**src/rtl/tbr_pkg.sv**
```systemverilog
package tbr_pkg;
    // fractional bits of the rate and of the token accumulator
    localparam int FRAC_W = 8;

    typedef enum logic {
        MODE_SHAPE  = 1'b0,
        MODE_POLICE = 1'b1
    } tbr_mode_e;
endpackage

```
**src/rtl/tbr_bucket.sv**
```systemverilog
module tbr_bucket
    import tbr_pkg::*;
#(
    parameter int TOK_W  = 20,
    parameter int RATE_W = 16,
    parameter int LEN_W  = 16
) (
    input  logic              clk,
    input  logic              rst_n,
    input  logic [RATE_W-1:0] rate,
    input  logic [TOK_W-1:0]  depth,
    input  logic              debit_en,
    input  logic [LEN_W-1:0]  debit_len,
    output logic [TOK_W-1:0]  tok_int
);
    localparam int ACC_W = TOK_W + FRAC_W;
    localparam int SUM_W = ACC_W + 1;

    typedef struct packed {
        logic [ACC_W-1:0] tok;
    } bkt_t;

    bkt_t bkt_d, bkt_q;
    logic [SUM_W-1:0] debit_fx;
    logic [SUM_W-1:0] base;
    logic [SUM_W-1:0] grown;
    logic [SUM_W-1:0] cap_fx;

    always_comb begin
        bkt_d    = bkt_q;
        debit_fx = debit_en ? (SUM_W'(debit_len) << FRAC_W) : '0;
        base     = {1'b0, bkt_q.tok} - debit_fx;
        grown    = base + SUM_W'(rate);
        cap_fx   = SUM_W'(depth) << FRAC_W;
        if (grown > cap_fx) begin
            bkt_d.tok = cap_fx[ACC_W-1:0];
        end else begin
            bkt_d.tok = grown[ACC_W-1:0];
        end
    end

    always_ff @(posedge clk) begin
        if (!rst_n) begin
            bkt_q.tok <= ACC_W'(depth) << FRAC_W;
        end else begin
            bkt_q <= bkt_d;
        end
    end

    assign tok_int = bkt_q.tok[ACC_W-1:FRAC_W];

    AST_TOK_CAP: assert property (@(posedge clk) disable iff (!rst_n)
        tok_int <= $past(depth));

    AST_DEBIT_COVERED: assert property (@(posedge clk) disable iff (!rst_n)
        debit_en |-> (tok_int >= TOK_W'(debit_len)));
endmodule

```
**src/rtl/tbr_gate.sv**
```systemverilog
module tbr_gate
    import tbr_pkg::*;
#(
    parameter int TOK_W = 20,
    parameter int LEN_W = 16
) (
    input  logic             clk,
    input  logic             rst_n,
    input  tbr_mode_e        mode,
    input  logic             in_valid,
    input  logic [LEN_W-1:0] in_len,
    output logic             in_ready,
    input  logic [TOK_W-1:0] tok_int,
    output logic             debit_en,
    output logic [LEN_W-1:0] debit_len,
    output logic             out_valid,
    output logic [LEN_W-1:0] out_len,
    output logic             out_conform
);
    typedef struct packed {
        logic             pend;
        logic [LEN_W-1:0] pend_len;
        logic             ov;
        logic [LEN_W-1:0] olen;
        logic             oconf;
    } gate_t;

    gate_t g_d, g_q;
    logic  take;
    logic  fits_in;
    logic  fits_pend;

    always_comb begin
        g_d       = g_q;
        g_d.ov    = 1'b0;
        debit_en  = 1'b0;
        debit_len = '0;
        take      = in_valid && !g_q.pend;
        fits_in   = tok_int >= TOK_W'(in_len);
        fits_pend = tok_int >= TOK_W'(g_q.pend_len);
        if (g_q.pend) begin
            if (fits_pend) begin
                g_d.pend  = 1'b0;
                g_d.ov    = 1'b1;
                g_d.olen  = g_q.pend_len;
                g_d.oconf = 1'b1;
                debit_en  = 1'b1;
                debit_len = g_q.pend_len;
            end
        end else if (take) begin
            if (mode == MODE_POLICE) begin
                g_d.ov    = 1'b1;
                g_d.olen  = in_len;
                g_d.oconf = fits_in;
                debit_en  = fits_in;
                debit_len = in_len;
            end else begin
                g_d.pend     = 1'b1;
                g_d.pend_len = in_len;
            end
        end
    end

    always_ff @(posedge clk) begin
        if (!rst_n) begin
            g_q <= '0;
        end else begin
            g_q <= g_d;
        end
    end

    assign in_ready    = !g_q.pend;
    assign out_valid   = g_q.ov;
    assign out_len     = g_q.olen;
    assign out_conform = g_q.oconf;

    AST_PEND_FROM_INPUT: assert property (@(posedge clk) disable iff (!rst_n)
        $rose(g_q.pend) |-> $past(in_valid));

    AST_PEND_HOLD: assert property (@(posedge clk) disable iff (!rst_n)
        (g_q.pend && (tok_int < TOK_W'(g_q.pend_len))) |=> (g_q.pend && $stable(g_q.pend_len)));

    AST_RELEASE_CONFORMS: assert property (@(posedge clk) disable iff (!rst_n)
        $fell(g_q.pend) |-> (out_valid && out_conform));
endmodule

```
**src/rtl/token_bucket_regulator.sv**
```systemverilog
module token_bucket_regulator
    import tbr_pkg::*;
#(
    parameter int TOK_W  = 20,
    parameter int RATE_W = 16,
    parameter int LEN_W  = 16
) (
    input  logic              clk,
    input  logic              rst_n,
    input  logic              cfg_police,
    input  logic [RATE_W-1:0] cfg_rate,
    input  logic [TOK_W-1:0]  cfg_depth,
    input  logic              in_valid,
    output logic              in_ready,
    input  logic [LEN_W-1:0]  in_len,
    output logic              out_valid,
    output logic [LEN_W-1:0]  out_len,
    output logic              out_conform
);
    logic [TOK_W-1:0] tok_int;
    logic             debit_en;
    logic [LEN_W-1:0] debit_len;
    tbr_mode_e        mode;

    assign mode = cfg_police ? MODE_POLICE : MODE_SHAPE;

    tbr_bucket #(.TOK_W(TOK_W), .RATE_W(RATE_W), .LEN_W(LEN_W)) u_bucket (
        .clk       (clk),
        .rst_n     (rst_n),
        .rate      (cfg_rate),
        .depth     (cfg_depth),
        .debit_en  (debit_en),
        .debit_len (debit_len),
        .tok_int   (tok_int)
    );

    tbr_gate #(.TOK_W(TOK_W), .LEN_W(LEN_W)) u_gate (
        .clk         (clk),
        .rst_n       (rst_n),
        .mode        (mode),
        .in_valid    (in_valid),
        .in_len      (in_len),
        .in_ready    (in_ready),
        .tok_int     (tok_int),
        .debit_en    (debit_en),
        .debit_len   (debit_len),
        .out_valid   (out_valid),
        .out_len     (out_len),
        .out_conform (out_conform)
    );

    AST_OUT_AFTER_POLICE: assert property (@(posedge clk) disable iff (!rst_n)
        (in_valid && in_ready && cfg_police) |=> out_valid);
endmodule

```
**config.mk**
```make
export PLATFORM = sky130hd
export DESIGN_NAME = token_bucket_regulator
export DESIGN_NICKNAME = d
export VERILOG_FILES = /design/src/rtl/tbr_pkg.sv /design/src/rtl/tbr_bucket.sv /design/src/rtl/tbr_gate.sv /design/src/rtl/token_bucket_regulator.sv
export SDC_FILE = /design/constraint.sdc
export NUM_CORES = 1
export LEC_CHECK = 0
export BUFFER_PORTS_ARGS = -buffer_cell sky130_fd_sc_hd__buf_2
export CAP_MARGIN = 15
export CORE_ASPECT_RATIO = 0.6
export CORE_UTILIZATION = 54
export DETAILED_ROUTE_END_ITERATION = 8
export GPL_TIMING_DRIVEN = 0
export PLACE_DENSITY = 0.83
export SLEW_MARGIN = 20
export SYNTH_ARGS = -nofsm -noshare
export SYNTH_HDL_FRONTEND = slang
export SYNTH_SLANG_ARGS = --single-unit
```
**constraint.sdc**
```tcl
create_clock -name clk -period 6.8 [get_ports clk]
set_input_delay 1.02 -clock clk [delete_from_list [all_inputs] [get_ports clk]]
set_output_delay 1.02 -clock clk [all_outputs]
set_load 0.02 [all_outputs]
```
# After elaboration in Yosys (flattened, before gate mapping)

Index checks and enable logic that the tools add are counted.

Shifts and indexed selects: 0
Reduce and logical (&&, ||, !) cells: 7
Divide/modulo/power cells: 0
Bitwise gates (word level): 3
Multiplexer cells: 19
Order comparisons: 3
$mul: 0
Eq/ne operators: 1
$add $sub $neg: 2

Operator list:

| kind                                          | number |
|---|---|
| 2-to-1 mux 16 bit                             | 4 |
| 2-to-1 mux 28 bit                             | 2 |
| 2-to-1 mux 18 bit                             | 3 |
| >= comparator 20 x 16 -> 1 bit                | 2 |
| 2-to-1 mux 35 bit                             | 1 |
| adder 29 x 16 -> 29 bit                       | 1 |
| > comparator 29 x 28 -> 1 bit                 | 1 |
| subtractor 28 x 29 -> 29 bit                  | 1 |
| 2-to-1 mux 24 bit                             | 1 |
| 2-to-1 mux 17 bit                             | 1 |
| 2-to-1 mux 1 bit                              | 7 |
| AND reduction 3 bit                           | 2 |
| nonzero test 2 bit                            | 2 |
| inverter 1 bit                                | 3 |
| inequality test 2 bit (second input constant) | 1 |
| OR reduction 2 bit                            | 1 |
| logical AND 1 bit                             | 1 |
| zero test 1 bit                               | 1 |

Memories kept: 0
Output and inout port bits: 19
ROM bits: 0
Flip-flop bits (word level): 63
Bits in latches: 0
Logic and storage cells: 42
RAM bits: 0

# Logic depth before layout (Yosys ltp)

Depth after elaboration: 10
Gate-level depth with buffers: 33

# Modules after synthesis

Synthesis repeated with hierarchy kept, for this count alone.

Cell total of the unflattened synthesis: 738
Area, all modules: 6,218.5 um^2

By module, submodules not included:

| module     | cells an instance | area an instance (um^2) | instances | seq. area each (um^2) |
|---|---|---|---|---|
| tbr_bucket | 436               | 3,628.5                 | 1         | 560.5 |
| tbr_gate   | 302               | 2,590.0                 | 1         | 700.7 |

# Least setup slack after synthesis

OpenSTA, ideal clock, no wires.

Path kind: in2reg
Start point: in in_len[9]
End point: reg u_bucket.bkt_q[14] in the netlist's numbering
Path buffers: 2
Path slack: -302 ps
Data arrival time: 6,981 ps
Library setup time: 121 ps
Stages on the path: 28
Cell sequence: inv_1 > ha_1 > a21o_1 > a2111oi_0 > nand2b_1 > or2_1 > a41oi_1 > o31ai_1 > fa_1 > inv_1 > ha_1 > buf_2 > nand4_2 > nor4_1 > or3b_1 > nand2_2 > a31oi_4 > o311a_1 > a211oi_2 > ha_1 > and4_1 > nand3_1 > nor4_1 > nand4_1 > o21ai_1 > nand3_4 > buf_6 > mux2_4

Cells in the longest elaborated chain, start to end: 10
Elaborated cells on any way between the ends: 13
Classes of those cells: 2 x add/sub; 2 x order compare; 9 x mux

RTL lines:

| what                           | line                         | RTL |
|---|---|---|
| from (decl)                    | token_bucket_regulator.sv:15 | `input logic [LEN_W-1:0] in_len,` |
| >= comparator 20 x 16 -> 1 bit | tbr_gate.sv:39               | `fits_in = tok_int >= TOK_W'(in_len);` |
| 2-to-1 mux 1 bit               | tbr_gate.sv:51               | `if (mode == MODE_POLICE) begin` |
| 2-to-1 mux 1 bit               | tbr_gate.sv:50               | `end else if (take) begin` |
| 2-to-1 mux 1 bit               | tbr_gate.sv:41               | `if (g_q.pend) begin` |
| 2-to-1 mux 24 bit *            | tbr_bucket.sv:31             | `debit_fx = debit_en ? (SUM_W'(debit_len) << FRAC_W) : '0;` |
| subtractor 28 x 29 -> 29 bit * | tbr_bucket.sv:32             | `base = {1'b0, bkt_q.tok} - debit_fx;` |
| adder 29 x 16 -> 29 bit *      | tbr_bucket.sv:33             | `grown = base + SUM_W'(rate);` |
| > comparator 29 x 28 -> 1 bit  | tbr_bucket.sv:35             | `if (grown > cap_fx) begin` |
| 2-to-1 mux 28 bit *            | tbr_bucket.sv:35             |  |
| 2-to-1 mux 28 bit *            | tbr_bucket.sv:43             | `if (!rst_n) begin` |
| to (signal assigned)           | tbr_bucket.sv:46             | `bkt_q <= bkt_d;` |
| to (decl)                      | tbr_bucket.sv:23             | `bkt_t bkt_d, bkt_q;` |

Mark *: on every way between the ends. The rest lies on a longest branch, timed or not.
A chain may end at the register's enable or synchronous reset.

# Worst setup path after layout

Start point: reg u_gate.g_q[22] in the netlist's numbering
End point: reg u_bucket.bkt_q[11] in the netlist's numbering

Cells in the longest elaborated chain, start to end: 9
Elaborated cells on any way between the ends: 11
Classes of those cells: 2 x add/sub; 2 x order compare; 7 x mux

RTL lines:

| what                                                  | line             | RTL |
|---|---|---|
| from (decl)                                           | tbr_gate.sv:28   | `gate_t g_d, g_q;` |
| from (signal assigned)                                | tbr_gate.sv:68   | `g_q <= g_d;` |
| >= comparator 20 x 16 -> 1 bit                        | tbr_gate.sv:40   | `fits_pend = tok_int >= TOK_W'(g_q.pend_len);` |
| 2-to-1 mux 16 bit or 2-to-1 mux 1 bit (tied branches) | tbr_gate.sv:42   | `if (fits_pend) begin` |
| 2-to-1 mux 16 bit or 2-to-1 mux 1 bit (tied branches) | tbr_gate.sv:41   |  |
| 2-to-1 mux 24 bit *                                   | tbr_bucket.sv:31 |  |
| subtractor 28 x 29 -> 29 bit *                        | tbr_bucket.sv:32 |  |
| adder 29 x 16 -> 29 bit *                             | tbr_bucket.sv:33 |  |
| > comparator 29 x 28 -> 1 bit                         | tbr_bucket.sv:35 |  |
| 2-to-1 mux 28 bit *                                   | tbr_bucket.sv:35 |  |
| 2-to-1 mux 28 bit *                                   | tbr_bucket.sv:43 |  |

Marks and branches as above.

==> impl_summary.log <==
INFO  metric track_usage = 30.4%
INFO  metric worst_slack_placed = -1.21 ns
INFO  metric post_route_cells_drive_above_1_share = between 20% and 30%
INFO  metric global_route.overflow_total = 0
INFO  metric count_of_unique_library_cells_instantiated_by_yosys = 73
INFO  metric htree_levels = 3
INFO  metric worstReg2RegStart = u_gate.g_q[22]
INFO  metric initial_core_util = a little under three fifths
INFO  metric pin_count_of_the_biggest_net_entering_global_routing = 12
INFO  metric seq_area_frac_synth = 20.9%
INFO  metric synth_async_sr_flop_share = 0%
INFO  metric die_height = approximately 84 um
INFO  metric synthesis.area = 6040 um^2
INFO  metric run_status = finished, violations left
INFO  metric slew-limit-headroom = 42.9%
INFO  metric timing.critical_path.to_type = flop
INFO  metric postSynthAreaPerCell = around 8.0 um^2
INFO  metric synth-seq-cells = 63
INFO  metric drc_errors = 11
INFO  metric cts_made_buffers = 9
INFO  metric criticalPathCategory = reg -> reg
INFO  metric timing.fmax = approximately 140 MHz
INFO  metric timing.critical_path.arrival = approximately 7.6 ns
INFO  metric synth_top_area_cell = sky130_fd_sc_hd__dfxtp_1
INFO  metric multi_input_comb_area = 4600 um^2
INFO  metric synthesis.nets = 914
INFO  metric wl_per_cell = 18.3 um
INFO  metric die_w = roughly 140 um
INFO  metric fp.dieArea = roughly 12,000 um^2
INFO  metric timing.max_cap.violations = 0
INFO  metric detailedPlacementHpwl = 12,500 um
INFO  metric cts.path.max_buffers = 2
INFO  metric cts.root.buffer_cell = sky130_fd_sc_hd__clkbuf_16
INFO  metric critical_path_buf_inv_count = 4
INFO  metric first_pass_grt_wire_length = roughly 28,000 um
INFO  metric hold_violations = 0
INFO  metric final_cells = around 1,000
INFO  metric global_placement_routability_congestion = 0.953
INFO  metric ff_latch_area = between 1000 and 1500 um^2
INFO  metric clkLatencyLatePin = around 0.34 ns
INFO  metric holdCritPathClass = reg -> reg
INFO  metric clk_transition_reported_paths = ~0.060 ns
INFO  metric timing.critical_path.max_delay_family = compound AO/OA/AOI/OAI gates
INFO  metric portBuffers = 74
INFO  metric slowest_delay = about 0.57 ns
INFO  metric ys.flop_type = sky130_fd_sc_hd__dfxtp_1
INFO  metric route.antenna.remaining_nets = 0
INFO  metric num_rows = 29
INFO  metric netlist_top_cells_area = sky130_fd_sc_hd__dfxtp_1 (21%), sky130_fd_sc_hd__ha_1 (21%), sky130_fd_sc_hd__inv_1 (8.0%)
INFO  metric first_global_vias = 5,505
INFO  metric tritoncts = yes
INFO  metric boundaryPins = between 70 and 80
INFO  metric vias_per_cell = 5.98
INFO  metric firstDrtPassIters = 7
INFO  metric count_of_final_setup_violators = 26
INFO  metric worstHoldStart = u_gate.out_len[14]
INFO  metric antenna_violations_before_repair = 0
INFO  metric numPlacedInstances = approximately 960
INFO  metric finalNetCount = 1,029
INFO  metric post_synth_top_area_share = 20.9%
INFO  metric worst_clock_skew = about 0.007 ns
INFO  metric final_period_minus_worst_setup_slack = roughly 7.3 ns
INFO  metric crit_required = 7.03 ns
INFO  metric violations = design-rule violations, negative setup slack
INFO  metric postSynthCellCount = ~750
INFO  metric synth-edff-count = 0
INFO  metric design.core.area = about 11,000 um^2
INFO  metric grt_setup_unrepaired = true
INFO  metric critPathLaunch = u_gate.g_q[22]
INFO  metric actual_transition_at_the_worst_max_transition_pin = ~0.86 ns
INFO  metric yosys_warnings = 0
INFO  metric antenna_cells_inserted = 0
INFO  metric critical-path-slowest-cell = sky130_fd_sc_hd__fa_1
INFO  metric crit_path_max_fanout = 10
INFO  metric detailroute.via_count = between 6,000 and 7,000
INFO  metric final_max_slew_viol_count = 0
INFO  metric worst_slack = -0.524 ns
INFO  metric min_period_over_period = 108%
INFO  metric timing.critical_path.mode_cell = sky130_fd_sc_hd__nand4_1
INFO  metric detailedRoute.firstIterationViolations = around 480
INFO  metric layout.filler_cells = approximately 750
INFO  metric cts_sinks = 63
INFO  metric area_growth = 29.3%
INFO  metric final_wirelength = ~19,000 um
INFO  metric cts-hold-fix-buffers = 0
INFO  metric cp-start-kind = flop
==> through the flow <==
step           TNS [ns]  util, %  hold WS [ns]  instance area [um^2]
2_1_floorplan         0        -         0.444                  6070
3_3_place_gp     -27.94     61.8         0.455                  6620
3_5_place_dp     -30.11     61.8         0.459                  6620
4_1_cts           -5.37     68.9         0.466                  7380
5_1_grt          -14.50     72.9         0.480                  7800
6_report         -11.93     72.9         0.469                  7800
==> worst reg2reg max path: cells and delay by family, from the launching register on <==
| family | cells | cell delay, ns |
|---|---|---|
| muxes | 1 | 0.31 |
| adders and majority gates | 4 | 1.37 |
| DFF | 1 | 0.37 |
| AOI/OAI and AO/OA | 9 | 2.41 |
| and+or+nand+nor | 10 | 1.96 |
| buffers and inverters | 4 | 0.54 |
| xor gates and xnor gates | 1 | 0.26 |
==> kinds of logic after synthesis <==
logic type | after synthesis | synth area share, %
AO/OA/AOI/OAI | 189 | 21.3
XOR/XNOR | 22 | 3.19
adder cells (fa/ha/maj) | 107 | 23.2
buffers and inverters | 168 | 11.9
flip-flops | 63 | 20.9
multiplexers | 21 | 4.68
AND/OR/NAND/NOR | 181 | 14.9
==> worst paths after layout <==
path | end | slack [ns] | cells after the start
worst max-delay path | u_bucket.bkt_q[11] | -0.52 | 29
worst min-delay path | u_gate.out_len[14] | 0.47 | 2
worst max register to register | u_bucket.bkt_q[11] | -0.52 | 29
worst min register to register | u_gate.out_len[14] | 0.47 | 2
==> what timing repair did <==
action | CTS | global route
gates cloned | 1 | 0
buffers inserted | 16 | 17
pin swaps | 28 | 46
setup endpoints to repair | 28 | 28
gates resized for setup | 56 | 67
==> cell usage after synthesis, types with 8 or more instances <==
library cell / count
sky130_fd_sc_hd__nand3_1: 33
sky130_fd_sc_hd__clkbuf_1: 16
sky130_fd_sc_hd__a31oi_1: 11
sky130_fd_sc_hd__nor2_1: 24
sky130_fd_sc_hd__nand2b_1: 8
sky130_fd_sc_hd__buf_4: 17
sky130_fd_sc_hd__dfxtp_1: 63
sky130_fd_sc_hd__a21oi_1: 71
sky130_fd_sc_hd__a22oi_1: 9
sky130_fd_sc_hd__a32oi_1: 8
sky130_fd_sc_hd__nor2b_1: 8
sky130_fd_sc_hd__ha_1: 99
sky130_fd_sc_hd__o21ai_0: 18
sky130_fd_sc_hd__xnor2_1: 10
sky130_fd_sc_hd__nand2_1: 72
sky130_fd_sc_hd__fa_1: 8
sky130_fd_sc_hd__a21o_1: 14
sky130_fd_sc_hd__inv_1: 129
sky130_fd_sc_hd__xor2_1: 12
sky130_fd_sc_hd__o31ai_1: 8
sky130_fd_sc_hd__mux2_4: 12
==> final cells by class <==
type                       count  area share (%)
sequential                    63            16.2
multi-input combinational    520            58.9
clock buffer                  10            2.93
inverter                     130            6.29
clock inverter                 6            1.39
tap                          139            2.23
buffer                        34            3.01
timing repair buffer         108            9.04
==> state kept, by name (all words and copies together) (netlist names) <==
signal	count
u_bucket.bkt_q	28
u_gate.g_q	17
u_gate.out_len	16
u_gate.out_conform	1
u_gate.out_valid	1
==> per-layer routing <==
| layer | vias to the layer above | track usage (%) | share of wire, % |
|---|---|---|---|
| met5 | - | 0 | 0.24 |
| met4 | 2 | 7.66 | 2.3 |
| met3 | 51 | 7.11 | 10 |
| met2 | 329 | 45.4 | 43 |
| met1 | 2816 | 43.7 | 44 |
| li1 | 2837 | - | - |
==> placed cells by master, fill, tap and decap left out, types with 5 or more instances in the layout <==
cell                        count
sky130_fd_sc_hd__buf_2         73
sky130_fd_sc_hd__a21oi_1       62
sky130_fd_sc_hd__mux2_4        17
sky130_fd_sc_hd__ha_4          12
sky130_fd_sc_hd__nor2b_1        8
sky130_fd_sc_hd__o21ai_1        5
sky130_fd_sc_hd__inv_2          6
sky130_fd_sc_hd__clkbuf_16      9
sky130_fd_sc_hd__ha_1          86
sky130_fd_sc_hd__and4_1         5
sky130_fd_sc_hd__fa_1           7
sky130_fd_sc_hd__a21o_1        14
sky130_fd_sc_hd__nand2b_1       7
sky130_fd_sc_hd__xnor2_1        9
sky130_fd_sc_hd__a22oi_1        9
sky130_fd_sc_hd__nor2_1        19
sky130_fd_sc_hd__clkbuf_1      13
sky130_fd_sc_hd__o21ai_2        6
sky130_fd_sc_hd__nand4_1        6
sky130_fd_sc_hd__buf_4         46
sky130_fd_sc_hd__o21ai_0       14
sky130_fd_sc_hd__xor2_1        11
sky130_fd_sc_hd__nand2_1       70
sky130_fd_sc_hd__a31oi_1       10
sky130_fd_sc_hd__nand3_1       31
sky130_fd_sc_hd__dfxtp_1       61
sky130_fd_sc_hd__a32oi_1        8
sky130_fd_sc_hd__a21oi_2        8
sky130_fd_sc_hd__inv_1        122
Power is not shown: default switching activity piles up to over one toggle a cycle in this logic, so the estimate is an artifact.
